[src/rtl/write_guard_pkg.sv]
package write_guard_pkg;

  typedef enum logic [1:0] {
    LOCK_NONE    = 2'b00,
    LOCK_QUARTER = 2'b01,
    LOCK_HALF    = 2'b10,
    LOCK_ALL     = 2'b11
  } lock_sel_t;

  // Decide from the two most significant address bits whether a byte is locked.
  function automatic logic region_locked(input lock_sel_t sel, input logic [1:0] top2);
    case (sel)
      LOCK_NONE:    region_locked = 1'b0;
      LOCK_QUARTER: region_locked = (top2 == 2'b11);
      LOCK_HALF:    region_locked = top2[1];
      default:      region_locked = 1'b1;
    endcase
  endfunction

  // Assemble the readable status byte.
  function automatic logic [7:0] pack_status(input logic wpen, input lock_sel_t sel,
                                             input logic wel);
    pack_status = {wpen, 3'b000, sel, wel, 1'b0};
  endfunction

endpackage

[src/rtl/write_guard_latch.sv]
module write_guard_latch (
  input  logic clk,
  input  logic rst_n,
  input  logic set_strobe,
  input  logic write_type_strobe,
  input  logic frame_end,
  output logic wel,
  output logic write_open
);

  logic disarm_now;
  assign disarm_now = frame_end && write_open;

  always_ff @(posedge clk or negedge rst_n) begin
    if (!rst_n) begin
      wel <= 1'b0;
    end else if (disarm_now) begin
      wel <= 1'b0;
    end else if (set_strobe) begin
      wel <= 1'b1;
    end
  end

  always_ff @(posedge clk or negedge rst_n) begin
    if (!rst_n) begin
      write_open <= 1'b0;
    end else if (frame_end) begin
      write_open <= 1'b0;
    end else if (write_type_strobe) begin
      write_open <= 1'b1;
    end
  end

endmodule

[src/rtl/write_guard_config.sv]
module write_guard_config
  import write_guard_pkg::*;
(
  input  logic       clk,
  input  logic       rst_n,
  input  logic       load_valid,
  input  logic [7:0] load_data,
  input  logic       wel,
  input  logic       wp_n,
  output logic       load_accept,
  output lock_sel_t  lock_sel,
  output logic       wpen
);

  logic hw_block;
  logic unused_load_bits;

  assign hw_block         = wpen && !wp_n;
  assign load_accept      = load_valid && wel && !hw_block;
  assign unused_load_bits = ^{load_data[6:4], load_data[1:0]};

  always_ff @(posedge clk or negedge rst_n) begin
    if (!rst_n) begin
      lock_sel <= LOCK_NONE;
      wpen     <= 1'b0;
    end else if (load_accept) begin
      lock_sel <= lock_sel_t'(load_data[3:2]);
      wpen     <= load_data[7];
    end
  end

endmodule

[src/rtl/write_guard_region.sv]
module write_guard_region
  import write_guard_pkg::*;
#(
  parameter int ADDR_W = 9
) (
  input  lock_sel_t         lock_sel,
  input  logic [ADDR_W-1:0] addr,
  output logic              locked
);

  localparam int TOP_LSB = ADDR_W - 2;

  logic [1:0] top2;
  logic       unused_low_addr;

  generate
    if (ADDR_W > 2) begin : g_wide
      assign top2            = addr[ADDR_W-1:TOP_LSB];
      assign unused_low_addr = ^addr[TOP_LSB-1:0];
    end else begin : g_narrow
      assign top2            = addr[1:0];
      assign unused_low_addr = 1'b0;
    end
  endgenerate

  assign locked = region_locked(lock_sel, top2);

endmodule

[src/rtl/write_guard.sv]
module write_guard
  import write_guard_pkg::*;
#(
  parameter int ADDR_W = 9
) (
  input  logic              clk,
  input  logic              rst_n,
  input  logic              cmd_wren,
  input  logic              cmd_wrdi,
  input  logic              cmd_wrsr,
  input  logic              cmd_write,
  input  logic              cs_rise,
  input  logic              sr_wr_valid,
  input  logic [7:0]        sr_wdata,
  input  logic              wr_req,
  input  logic [ADDR_W-1:0] wr_addr,
  input  logic              wp_n,
  output logic              wr_grant,
  output logic [7:0]        status_byte
);

  logic      wel;
  logic      write_open;
  logic      write_type_strobe;
  logic      sr_accept;
  logic      addr_locked;
  logic      wpen;
  lock_sel_t lock_sel;

  assign write_type_strobe = cmd_wrdi || cmd_wrsr || cmd_write;

  write_guard_latch u_latch (
    .clk               (clk),
    .rst_n             (rst_n),
    .set_strobe        (cmd_wren),
    .write_type_strobe (write_type_strobe),
    .frame_end         (cs_rise),
    .wel               (wel),
    .write_open        (write_open)
  );

  write_guard_config u_config (
    .clk         (clk),
    .rst_n       (rst_n),
    .load_valid  (sr_wr_valid),
    .load_data   (sr_wdata),
    .wel         (wel),
    .wp_n        (wp_n),
    .load_accept (sr_accept),
    .lock_sel    (lock_sel),
    .wpen        (wpen)
  );

  write_guard_region #(.ADDR_W(ADDR_W)) u_region (
    .lock_sel (lock_sel),
    .addr     (wr_addr),
    .locked   (addr_locked)
  );

  assign wr_grant    = wr_req && wel && !addr_locked;
  assign status_byte = pack_status(wpen, lock_sel, wel);

endmodule

[config.mk]
export PLATFORM = sky130hd
export DESIGN_NAME = write_guard
export DESIGN_NICKNAME = d
export VERILOG_FILES = /design/src/rtl/write_guard_pkg.sv /design/src/rtl/write_guard_latch.sv /design/src/rtl/write_guard_config.sv /design/src/rtl/write_guard_region.sv /design/src/rtl/write_guard.sv
export SDC_FILE = /design/constraint.sdc
export NUM_CORES = 1
export LEC_CHECK = 0
export CORE_AREA = 3 3 40 42
export DETAILED_ROUTE_END_ITERATION = 10
export DIE_AREA = 0 0 43 45
export PLACE_DENSITY = 0.68
export SYNTH_ARGS = -nofsm -noshare
export SYNTH_HDL_FRONTEND = slang
export SYNTH_SLANG_ARGS = --single-unit
export TNS_END_PERCENT = 10
[constraint.sdc]
create_clock -name clk -period 1.3 [get_ports clk]
set_clock_uncertainty 0.1 [all_clocks]
set_input_delay 0.26 -clock clk [delete_from_list [all_inputs] [get_ports clk]]
set_output_delay 0.26 -clock clk [all_outputs]
set_load 0.01 [all_outputs]
* Word-level counts from Yosys, hierarchy flattened
Index checks and enable logic that the tools add are counted.
** Word-level totals
- Register bits after elaboration :: 5
- Input port bits :: 27
- Output and inout bits :: 9
- Word-level logic and storage cells :: 26
** Operators by class
- Eq/ne operators :: 3
- Mux-type cells :: 5
- Reduce and logical (&&, ||, !) cells :: 14
** Operators by type and width (count)
- $logic_and A1 B1 Y1 :: 6
- $eq A2 B2 Y1 const B :: 2
- $mux W1 :: 4
- $reduce_bool A2 Y1 :: 2
- $logic_not A1 Y1 :: 3
- $pmux W1 S3 :: 1
- $eq A2 B1 Y1 const B :: 1
- $logic_not A2 Y1 :: 1
- $logic_or A1 B1 Y1 :: 2

* Longest topological paths before layout
Gate-level depths: netlist (run 1).
- Depth in word-level cells :: 4
- Mapped depth :: 3
- Mapped depth without buffers :: 3

* Modules after synthesis
From an unflattened synthesis (run 1), not the netlist that was laid out.
** Second synthesis, totals
- Cell total of the unflattened synthesis :: 26
- Area, all modules :: 275.3 µm²
** By module, submodules not included
- write_guard_config :: times used 1, cells an instance 10, area each 128.9 µm², sequential area each 75.1 µm²
- write_guard_latch :: times used 1, cells an instance 4, area each 68.8 µm², sequential area each 50.0 µm²
- write_guard :: times used 1, cells an instance 9, area each 63.8 µm², sequential area each 0.0 µm²
- write_guard_region :: times used 1, cells an instance 3, area each 13.8 µm², sequential area each 0.0 µm²

* Worst setup path before layout (run 1)
Ideal clock, no wire load.
- Path kind :: register to output
- Start point :: register u_config.lock_sel[1]
- End point :: output wr_grant
- Data arrival time :: 953 ps
- Data required time :: 940 ps
- Setup slack :: -13 ps
- Stages on the path, launching flop included :: 3
- Path buffers :: 0
- Cells stage by stage :: dfrtp_1 -> a21o_1 -> a221oi_1
** On the way
- Longest elaborated chain between the ends :: 4
- Elaborated cells on any way between the ends :: 6
- Classes of those cells :: eq/ne: 2; mux: 1; reduce/logical: 3
** RTL lines
- from (decl) :: RTL line write_guard_config.sv:11 : output lock_sel_t lock_sel,
- from (signal assigned) :: RTL line write_guard_config.sv:27 : lock_sel <= lock_sel_t'(load_data[3:2]);
- $eq A2 B2 Y1 (tied with other cells) :: RTL line write_guard_pkg.sv:12 : case (sel)
- $pmux W1 S3 (*) :: RTL line write_guard_pkg.sv:12
- $logic_not A1 Y1 (*) :: RTL line write_guard.sv:60 : assign wr_grant = wr_req && wel && !addr_locked;
- $logic_and A1 B1 Y1 (*) :: RTL line write_guard.sv:60
- to (decl) :: RTL line write_guard.sv:18 : output logic wr_grant,
Every way passes the cells marked *; elsewhere a longest branch is shown, timed or not.

* Worst setup path in the final report (run 1)
Same ends and word-level chain as after synthesis.

==> impl_results.html, run 1 <==
<table>
<tr><th>Metric</th><th>Value</th></tr>
<tr><th colspan="2">Synthesis</th></tr>
<tr><td>Mapped Area</td><td>266.5 sq um</td></tr>
<tr><td>Multiplexer fraction of the synthesized cell area</td><td>8.451%</td></tr>
<tr><td>Ranking of synthesized cells by area</td><td>sky130_fd_sc_hd__dfrtp_1 47%, sky130_fd_sc_hd__buf_4 17%, sky130_fd_sc_hd__mux2_2 8.5%, sky130_fd_sc_hd__a32o_1 3.8%, sky130_fd_sc_hd__a21oi_2 3.3%</td></tr>
<tr><td>Share of synthesized cell area in full adder, half adder and majority cells</td><td>0%</td></tr>
<tr><td>Number of distinct library cell variants in the gate-level netlist after synthesis</td><td>14</td></tr>
<tr><td>Compound-gate portion of the synthesized area</td><td>15.02%</td></tr>
<tr><td>Synthesis-stage register bit count</td><td>5</td></tr>
<tr><td>Post-synthesis instance total</td><td>26</td></tr>
<tr><td>Combinational family with the most area after synthesis</td><td>buffers and inverters</td></tr>
<tr><td>Synthesized-area fraction occupied by xor and xnor cells</td><td>0%</td></tr>
<tr><td>Share of the yosys chip area belonging to registers</td><td>46.95%</td></tr>
<tr><td>Mean post-synth cell area</td><td>10.25 sq um</td></tr>
<tr><td>Post-Synth Simple-Gate Area</td><td>9.859%</td></tr>
<tr><td>Cell taking the most area after synthesis</td><td>sky130_fd_sc_hd__dfrtp_1</td></tr>
<tr><td>Fraction of post-synthesis cell area in the top cell type by area</td><td>46.95%</td></tr>
<tr><td>Synth warn</td><td>0</td></tr>
<tr><th colspan="2">Clocking</th></tr>
<tr><td>Number of buffers added by the clock tree synthesis step</td><td>3</td></tr>
<tr><td>Maximum level of the CTS H-tree</td><td>1</td></tr>
<tr><td>Cell at the root of the clock tree</td><td>sky130_fd_sc_hd__clkbuf_4</td></tr>
<tr><td>Clk_lat worst skew</td><td>about 0.24 ns</td></tr>
<tr><td>Clock tree from TritonCTS</td><td>yes</td></tr>
<tr><td>Clock-pin slew on the worst setup and hold paths</td><td>0.04 ns</td></tr>
<tr><td>Total clock sinks</td><td>5</td></tr>
<tr><td>Worst-case clock buffer depth</td><td>2</td></tr>
<tr><th colspan="2">Routing</th></tr>
<tr><td>Detailed route wirelength on metal2</td><td>341 um</td></tr>
<tr><td>1st-iter DRT viols</td><td>3</td></tr>
<tr><td>Via count</td><td>270</td></tr>
<tr><td>Count of TritonRoute iterations in the first routing pass</td><td>2</td></tr>
<tr><td>Post-route DRC violation count</td><td>0</td></tr>
<tr><td>Overall routed net length</td><td>~700 um</td></tr>
<tr><td>Highest metal used</td><td>met3</td></tr>
<tr><td>Post-DR wirelength/cell</td><td>10.29 um</td></tr>
<tr><td>Wire length on met1</td><td>273 um</td></tr>
<tr><td>Average vias per placed instance</td><td>3.971</td></tr>
<tr><td>Detail Route Antenna Nets</td><td>0</td></tr>
<tr><td>Detailed-routed wire length on met3</td><td>85 um</td></tr>
<tr><th colspan="2">STA</th></tr>
<tr><td>Count of final hold-check violations</td><td>0</td></tr>
<tr><td>Final setup violation count</td><td>2</td></tr>
<tr><td>Final TNS setup</td><td>-0.2732 ns</td></tr>
<tr><td>Total count of max-transition violations in the final report</td><td>0</td></tr>
<tr><td>Final Cycle Share</td><td>117.3%</td></tr>
<tr><td>Max Clock Freq</td><td>655.5 MHz</td></tr>
<tr><td>Period minus WS final</td><td>1.525 ns</td></tr>
<tr><td>Slack of the critical path</td><td>-0.2254 ns</td></tr>
<tr><td>Unrepaired setup endpoints after global routing</td><td>true</td></tr>
<tr><th colspan="2">Pwr</th></tr>
<tr><td>Power share of the clock group</td><td>28.2%</td></tr>
<tr><td>Power density of the placed cells</td><td>1177 nW/um^2</td></tr>
<tr><td>Static leakage power</td><td>0.2655 nW</td></tr>
<tr><td>Cell Int Power</td><td>0.4563 mW</td></tr>
<tr><td>Worst-case vdd ir drop</td><td>0.4050 mV</td></tr>
<tr><td>Fraction of power consumed by sequential logic</td><td>about 33%</td></tr>
<tr><td>Switching Fraction</td><td>around a quarter</td></tr>
<tr><td>Gate power share</td><td>39.3%</td></tr>
<tr><td>Net Switching</td><td>0.1640 mW</td></tr>
<tr><th colspan="2">Run</th></tr>
<tr><td>Max Cap Viol</td><td>0</td></tr>
<tr><th colspan="2">Setup path</th></tr>
<tr><td>Crit path max fanout</td><td>3</td></tr>
<tr><td>CP Capture Type</td><td>primary output</td></tr>
<tr><td>Reg2Reg Depth</td><td>4</td></tr>
<tr><td>Worst path arrival time</td><td>~1.2 ns</td></tr>
<tr><td>Worst setup SP type</td><td>register</td></tr>
<tr><td>Type of the setup path with the least slack</td><td>reg2out</td></tr>
<tr><td>Worst Path Required</td><td>0.94 ns</td></tr>
<tr><th colspan="2">Cells and area</th></tr>
<tr><td>Share of layout cells above drive strength 1</td><td>33.96%</td></tr>
<tr><td>Final nets</td><td>81</td></tr>
<tr><td>Layout fillers</td><td>between 150 and 200</td></tr>
<tr><td>Design area</td><td>526.8 sq um</td></tr>
<tr><td>Antenna fix cells</td><td>0</td></tr>
<tr><td>Signed area change from the synthesized netlist to the final layout</td><td>97.65%</td></tr>
<tr><td>Area used by multi-input combinational logic</td><td>about 120 sq um</td></tr>
<tr><td>Area taken by flip-flops and latches</td><td>between 100 and 150 sq um</td></tr>
<tr><th colspan="2">Floorplanning</th></tr>
<tr><td>Number of top-level pins</td><td>36</td></tr>
<tr><td>Initial core utilization</td><td>20.74%</td></tr>
<tr><td>Die Y-Extent</td><td>45 um</td></tr>
<tr><td>Std-Cell Rows</td><td>13</td></tr>
<tr><td>Width of the chip</td><td>43 um</td></tr>
<tr><td>Placeable core region</td><td>1285 sq um</td></tr>
<tr><td>Die footprint</td><td>~1900 sq um</td></tr>
<tr><th colspan="2">GRT</th></tr>
<tr><td>Number of antenna violations at the first check in global routing</td><td>0</td></tr>
<tr><td>Via count of the first global-routing pass</td><td>between 200 and 300</td></tr>
<tr><td>GRT Total Usage</td><td>7.358%</td></tr>
<tr><td>Pin count of the biggest net entering global routing</td><td>6</td></tr>
<tr><td>First-pass GRT wire length</td><td>around 1000 um</td></tr>
<tr><td>Remaining global-route overflow</td><td>0</td></tr>
<tr><th colspan="2">Outcome</th></tr>
<tr><td>Violations in the final reports</td><td>negative setup slack</td></tr>
<tr><td>Status</td><td>complete, but fails checks</td></tr>
<tr><th colspan="2">Place</th></tr>
<tr><td>Routability Congestion</td><td>about 0.65</td></tr>
<tr><td>Placed instance area</td><td>between 400 and 500 sq um</td></tr>
<tr><td>Input/output buffers</td><td>19</td></tr>
<tr><td>HPWL Detailed</td><td>approximately 560 um</td></tr>
<tr><th colspan="2">Worst hold path</th></tr>
<tr><td>Kind of path behind the tightest hold check</td><td>in2async</td></tr>
</table>
[timing repair]
item,CTS,global route
buffers inserted,3,0
hold buffers,0,0
pin swaps,2,2
resized for setup,21,5
endpoints found under the setup margin,5,5
[worst paths after layout]
path / start / end / slack (ns)
hold / removal: rst_n / u_latch.wel$_DFFE_PN0P_ / 0.15
hold reg to reg: u_latch.write_open$_DFFE_PN0P_ / u_latch.wel$_DFFE_PN0P_ / 0.35
max in group asynchronous: rst_n / u_config.lock_sel[1]$_DFFE_PN0P_ / 0.75
setup / recovery: u_config.lock_sel[1]$_DFFE_PN0P_ / wr_grant / -0.23
setup reg to reg: u_latch.wel$_DFFE_PN0P_ / u_config.lock_sel[1]$_DFFE_PN0P_ / 0.06
min in group clk: wp_n / u_config.wpen$_DFFE_PN0P_ / 0.28
[cell type report]
cell class,count,share of cell area (%)
flip-flops and latches,5,23.75
well taps,15,3.563
repair buffers,26,44.66
inverters,1,0.7126
clock buffers,4,4.988
multi-input cells,17,22.33
[power by group through the flow]
stage | Sequential [mW] | Combinational, mW | Clock, mW
after global placement | 0.205 | 0.204 | 0
after CTS | 0.200 | 0.233 | 0.184
after global routing | 0.205 | 0.265 | 0.185
after detailed placement | 0.208 | 0.207 | 0
final | 0.202 | 0.244 | 0.175
after floorplan | 0.215 | 0.0762 | 0
[layer usage]
metal	up-vias	track usage [%]
met2	17	12.57
met4	0	3.614
met3	0	3.187
met5	-	0
met1	119	7.805
li1	134	-
[synth_stat cells]
| cell | n |
|---|---|
| sky130_fd_sc_hd__nand3_1 | 1 |
| sky130_fd_sc_hd__mux2_2 | 2 |
| sky130_fd_sc_hd__a21oi_2 | 1 |
| sky130_fd_sc_hd__a32o_1 | 1 |
| sky130_fd_sc_hd__buf_4 | 6 |
| sky130_fd_sc_hd__conb_1 | 1 |
| sky130_fd_sc_hd__a21o_1 | 1 |
| sky130_fd_sc_hd__nand2_1 | 2 |
| sky130_fd_sc_hd__nor2_1 | 2 |
| sky130_fd_sc_hd__a21oi_1 | 1 |
| sky130_fd_sc_hd__dfrtp_1 | 5 |
| sky130_fd_sc_hd__a221oi_1 | 1 |
| sky130_fd_sc_hd__inv_1 | 1 |
| sky130_fd_sc_hd__nor4_1 | 1 |
[flip-flops by register name (all words and copies together) (netlist names)]
| name | count |
|---|---|
| u_latch.wel | 1 |
| u_config.lock_sel | 2 |
| u_latch.write_open | 1 |
| u_config.wpen | 1 |
[stage by stage]
stage               util, %  total power, mW  worst slack [ns]  std cells  hold WS, ns
detailed placement    37.20           0.4153           -0.7282         61       0.3434
floorplan                 -           0.2914           0.06333         29      -0.1356
global route          40.99           0.6563           -0.3142         68       0.1640
CTS                   39.92           0.6169           -0.2580         68       0.1535
finish                40.99           0.6202           -0.2254         68       0.1494
global placement      37.20           0.4094           -0.6828         61       0.3417
[worst max-delay path: stages, from the launching register on]
cell and delay [ns]:
sky130_fd_sc_hd__dfrtp_1 0.39, sky130_fd_sc_hd__a21o_1 0.17, sky130_fd_sc_hd__a221oi_2 0.21, sky130_fd_sc_hd__buf_2 0.17
[cells by family after synthesis]
family / Yosys count
buf+inv: 7
simple gates: 6
compound gates: 5
flops: 5
mux: 2
other cells: 1
[placed cells by master (no fill, tap or decap)]
cell type and instances:
sky130_fd_sc_hd__a21o_1 1, sky130_fd_sc_hd__a21oi_1 1, sky130_fd_sc_hd__a21oi_2 1, sky130_fd_sc_hd__a221oi_2 1
sky130_fd_sc_hd__a32o_1 1, sky130_fd_sc_hd__buf_2 3, sky130_fd_sc_hd__buf_4 6, sky130_fd_sc_hd__buf_6 2
sky130_fd_sc_hd__clkbuf_1 1, sky130_fd_sc_hd__clkbuf_4 3, sky130_fd_sc_hd__clkdlybuf4s15_1 1, sky130_fd_sc_hd__clkdlybuf4s50_1 10
sky130_fd_sc_hd__conb_1 4, sky130_fd_sc_hd__dfrtp_1 5, sky130_fd_sc_hd__dlygate4sd2_1 2, sky130_fd_sc_hd__dlymetal6s2s_1 2
sky130_fd_sc_hd__inv_1 1, sky130_fd_sc_hd__mux2_4 2, sky130_fd_sc_hd__nand2_1 2, sky130_fd_sc_hd__nand3_1 1
sky130_fd_sc_hd__nor2_1 2, sky130_fd_sc_hd__nor4_1 1
Note: power is estimated with default switching activity, not from simulation.
==> inputs of run 2 (changes only) <==
==> constraint.sdc (replaced) <==
create_clock -name clk -period 1.6 [get_ports clk]
set_clock_uncertainty 0.1 [all_clocks]
set_input_delay 0.32 -clock clk [delete_from_list [all_inputs] [get_ports clk]]
set_output_delay 0.32 -clock clk [all_outputs]
set_load 0.01 [all_outputs]
==> impl_results.html, run 2 (synthesized netlist as in run 1, its figures left out) <==
<table>
<tr><th>Metric</th><th>Value</th></tr>
<tr><th colspan="2">STA</th></tr>
<tr><td>Hold_ws</td><td>0.2048 ns (was 0.1494 ns)</td></tr>
<tr><td>Max Clock Freq</td><td>631.1 MHz</td></tr>
<tr><td>Unrepaired setup endpoints after global routing</td><td>true (unchanged)</td></tr>
<tr><td>Final TNS setup</td><td>0 ns (was -0.2732 ns)</td></tr>
<tr><td>Final Cycle Share</td><td>99.03%</td></tr>
<tr><td>Count of final hold-check violations</td><td>0 (unchanged)</td></tr>
<tr><td>Total count of max-transition violations in the final report</td><td>0 (unchanged)</td></tr>
<tr><td>Period minus WS final</td><td>1.585 ns</td></tr>
<tr><td>Final setup violation count</td><td>0 (was 2)</td></tr>
<tr><td>Slack of the critical path</td><td>0.01546 ns (was -0.2254 ns)</td></tr>
<tr><th colspan="2">Routing</th></tr>
<tr><td>Via count</td><td>265 (was 270)</td></tr>
<tr><td>Post-DR wirelength/cell</td><td>9.667 um (was 10.29 um)</td></tr>
<tr><td>Average vias per placed instance</td><td>4.015 (was 3.971)</td></tr>
<tr><td>1st-iter DRT viols</td><td>1 (was 3)</td></tr>
<tr><td>Count of TritonRoute iterations in the first routing pass</td><td>4 (was 2)</td></tr>
<tr><td>Overall routed net length</td><td>638 um (was 700 um)</td></tr>
<tr><td>Post-route DRC violation count</td><td>0 (unchanged)</td></tr>
<tr><td>Detail Route Antenna Nets</td><td>0 (unchanged)</td></tr>
<tr><th colspan="2">GRT</th></tr>
<tr><td>Number of antenna violations at the first check in global routing</td><td>0 (unchanged)</td></tr>
<tr><td>GRT Total Usage</td><td>7.197% (was 7.358%)</td></tr>
<tr><td>Via count of the first global-routing pass</td><td>271 (was 270)</td></tr>
<tr><td>Pin count of the biggest net entering global routing</td><td>6 (unchanged)</td></tr>
<tr><td>Remaining global-route overflow</td><td>0 (unchanged)</td></tr>
<tr><td>First-pass GRT wire length</td><td>979 um (was 1028 um)</td></tr>
<tr><th colspan="2">Place</th></tr>
<tr><td>Placed instance area</td><td>471.7 sq um (was 478.0 sq um)</td></tr>
<tr><td>HPWL Detailed</td><td>517.7 um (was 555.2 um)</td></tr>
<tr><td>Count of placed standard cells including taps</td><td>61 (unchanged)</td></tr>
<tr><td>Setup slack at placement</td><td>-0.5699 ns (was -0.7282 ns)</td></tr>
<tr><td>Input/output buffers</td><td>19 (unchanged)</td></tr>
<tr><td>Routability Congestion</td><td>0.6500 (was 0.6452)</td></tr>
<tr><th colspan="2">Setup path</th></tr>
<tr><td>Worst Path Required</td><td>1.18 ns (was 0.94 ns)</td></tr>
<tr><td>Worst setup SP type</td><td>input port (was register)</td></tr>
<tr><td>Crit path max fanout</td><td>1 (was 3)</td></tr>
<tr><td>Worst path arrival time</td><td>1.16 ns (was 1.17 ns)</td></tr>
<tr><td>Type of the setup path with the least slack</td><td>in2out (was reg2out)</td></tr>
<tr><td>CP Capture Type</td><td>primary output (unchanged)</td></tr>
<tr><th colspan="2">Pwr</th></tr>
<tr><td>Power density of the placed cells</td><td>920.4 nW/um^2 (was 1177 nW/um^2)</td></tr>
<tr><td>Worst-case vdd ir drop</td><td>0.2890 mV (was 0.4050 mV)</td></tr>
<tr><td>Static leakage power</td><td>0.2386 nW (was 0.2655 nW)</td></tr>
<tr><td>PnR Total Power</td><td>0.4630 mW (was 0.6202 mW)</td></tr>
<tr><th colspan="2">Cells and area</th></tr>
<tr><td>Antenna fix cells</td><td>0 (unchanged)</td></tr>
<tr><td>Register with the most flip-flops</td><td>u_config.lock_sel (unchanged)</td></tr>
<tr><td>Cell Count, Final, Fillers Out</td><td>66 (was 68)</td></tr>
<tr><td>Most common cell after layout, fill and taps aside</td><td>sky130_fd_sc_hd__clkdlybuf4s50_1 (unchanged)</td></tr>
<tr><td>Commonest cells after routing, fill and taps aside</td><td>12 x sky130_fd_sc_hd__clkdlybuf4s50_1, 5 x sky130_fd_sc_hd__dlygate4sd2_1, 5 x sky130_fd_sc_hd__buf_4, 5 x sky130_fd_sc_hd__dfrtp_1, 4 x sky130_fd_sc_hd__conb_1 (was 10 x sky130_fd_sc_hd__clkdlybuf4s50_1, 6 x sky130_fd_sc_hd__buf_4, 5 x sky130_fd_sc_hd__dfrtp_1)</td></tr>
<tr><td>Post-Route Utilization</td><td>39.14% (was 40.99%)</td></tr>
<tr><td>Number of flip-flops under the largest register name</td><td>2 (unchanged)</td></tr>
<tr><td>Layout fillers</td><td>146 (was 151)</td></tr>
<tr><td>Signed area change from the synthesized netlist to the final layout</td><td>88.73% (was 97.65%)</td></tr>
<tr><td>Area used by multi-input combinational logic</td><td>110.1 sq um (was 117.6 sq um)</td></tr>
<tr><td>Share of layout cells above drive strength 1</td><td>25.49% (was 33.96%)</td></tr>
<tr><td>Design area</td><td>503.0 sq um (was 526.8 sq um)</td></tr>
<tr><td>Area taken by flip-flops and latches</td><td>125.1 sq um (unchanged)</td></tr>
<tr><td>Final nets</td><td>79 (was 81)</td></tr>
<tr><th colspan="2">Worst hold path</th></tr>
<tr><td>Kind of path behind the tightest hold check</td><td>in2async (unchanged)</td></tr>
<tr><th colspan="2">Floorplanning</th></tr>
<tr><td>Width of the chip</td><td>43 um (unchanged)</td></tr>
<tr><td>Die footprint</td><td>1935 sq um (unchanged)</td></tr>
<tr><td>Die Y-Extent</td><td>45 um (unchanged)</td></tr>
<tr><td>Std-Cell Rows</td><td>13 (unchanged)</td></tr>
<tr><td>Placeable core region</td><td>1285 sq um (unchanged)</td></tr>
<tr><td>Number of top-level pins</td><td>36 (unchanged)</td></tr>
<tr><td>Initial core utilization</td><td>20.74% (unchanged)</td></tr>
<tr><th colspan="2">Clocking</th></tr>
<tr><td>Clk_lat worst skew</td><td>0.23 ns (was 0.24 ns)</td></tr>
<tr><td># hold bufs at CTS</td><td>0 (unchanged)</td></tr>
<tr><td>Clock tree from TritonCTS</td><td>yes (unchanged)</td></tr>
<tr><td>Maximum level of the CTS H-tree</td><td>1 (unchanged)</td></tr>
<tr><td>Number of buffers added by the clock tree synthesis step</td><td>3 (unchanged)</td></tr>
<tr><td>Cell at the root of the clock tree</td><td>sky130_fd_sc_hd__clkbuf_4 (unchanged)</td></tr>
<tr><td>Worst-case clock buffer depth</td><td>2 (unchanged)</td></tr>
<tr><td>Total clock sinks</td><td>5 (unchanged)</td></tr>
<tr><td>Clock-pin slew on the worst setup and hold paths</td><td>0.04 ns (about the same)</td></tr>
<tr><th colspan="2">Run</th></tr>
<tr><td>Max Cap Viol</td><td>0 (unchanged)</td></tr>
<tr><th colspan="2">Outcome</th></tr>
<tr><td>Status</td><td>finished clean (was complete, but fails checks)</td></tr>
</table>
[run 2: cell count changes in the layout (fill, tap and decap cells not counted), sizes merged]
cell / delta
buf: -5
dlygate4sd2: +3
clkdlybuf4s50: +2
clkdlybuf4s15: -1
dlymetal6s2s: -1
[run 2: per-layer routing]
| metal | share of wire [%] | track usage (%) | vias to the layer above |
|---|---|---|---|
| li1 | - | - | 129 |
| met5 | 0 | 0 | - |
| met3 | 16 | 3.586 | 0 |
| met2 | 46 | 11.98 | 19 |
| met4 | 0 | 5.422 | 0 |
| met1 | 37 | 6.846 | 117 |
[run 2: final timing paths]
kind,startpoint,endpoint,slack [ns],cells after the start
worst max-delay path,wr_req,wr_grant,0.02,4
worst min-delay path,rst_n,u_latch.write_open$_DFFE_PN0P_,0.20,1
worst max register to register,u_latch.wel$_DFFE_PN0P_,u_config.lock_sel[1]$_DFFE_PN0P_,0.34,4
worst min register to register,u_latch.write_open$_DFFE_PN0P_,u_latch.wel$_DFFE_PN0P_,0.36,1
max in group asynchronous,rst_n,u_config.lock_sel[0]$_DFFE_PN0P_,1.01,1
min in group clk,u_latch.write_open$_DFFE_PN0P_,u_latch.wel$_DFFE_PN0P_,0.36,1
[run 2: critical path, stage by stage]
cell	delay, ns
sky130_fd_sc_hd__clkdlybuf4s50_1	0.45
sky130_fd_sc_hd__nand2_1	0.06
sky130_fd_sc_hd__a221oi_2	0.16
sky130_fd_sc_hd__buf_2	0.17
[run 2: layout make-up]
cell class	count	area share, %
clock buffers	4	5.224
multi-input cells	17	21.89
inverters	1	0.7463
flip-flops and latches	5	24.88
well taps	15	3.731
repair buffers	24	43.53
[run 2: what timing repair did]
action,CTS,global route
pin swaps,2,1
endpoints found under the setup margin,4,2
resized for setup,10,1
buffers inserted,0,1
[run 2: power by group]
group          switching (mW)  internal, mW
clock network          0.0457        0.0939
registers              0.0157         0.148
logic                  0.0579         0.101
total                   0.119         0.344
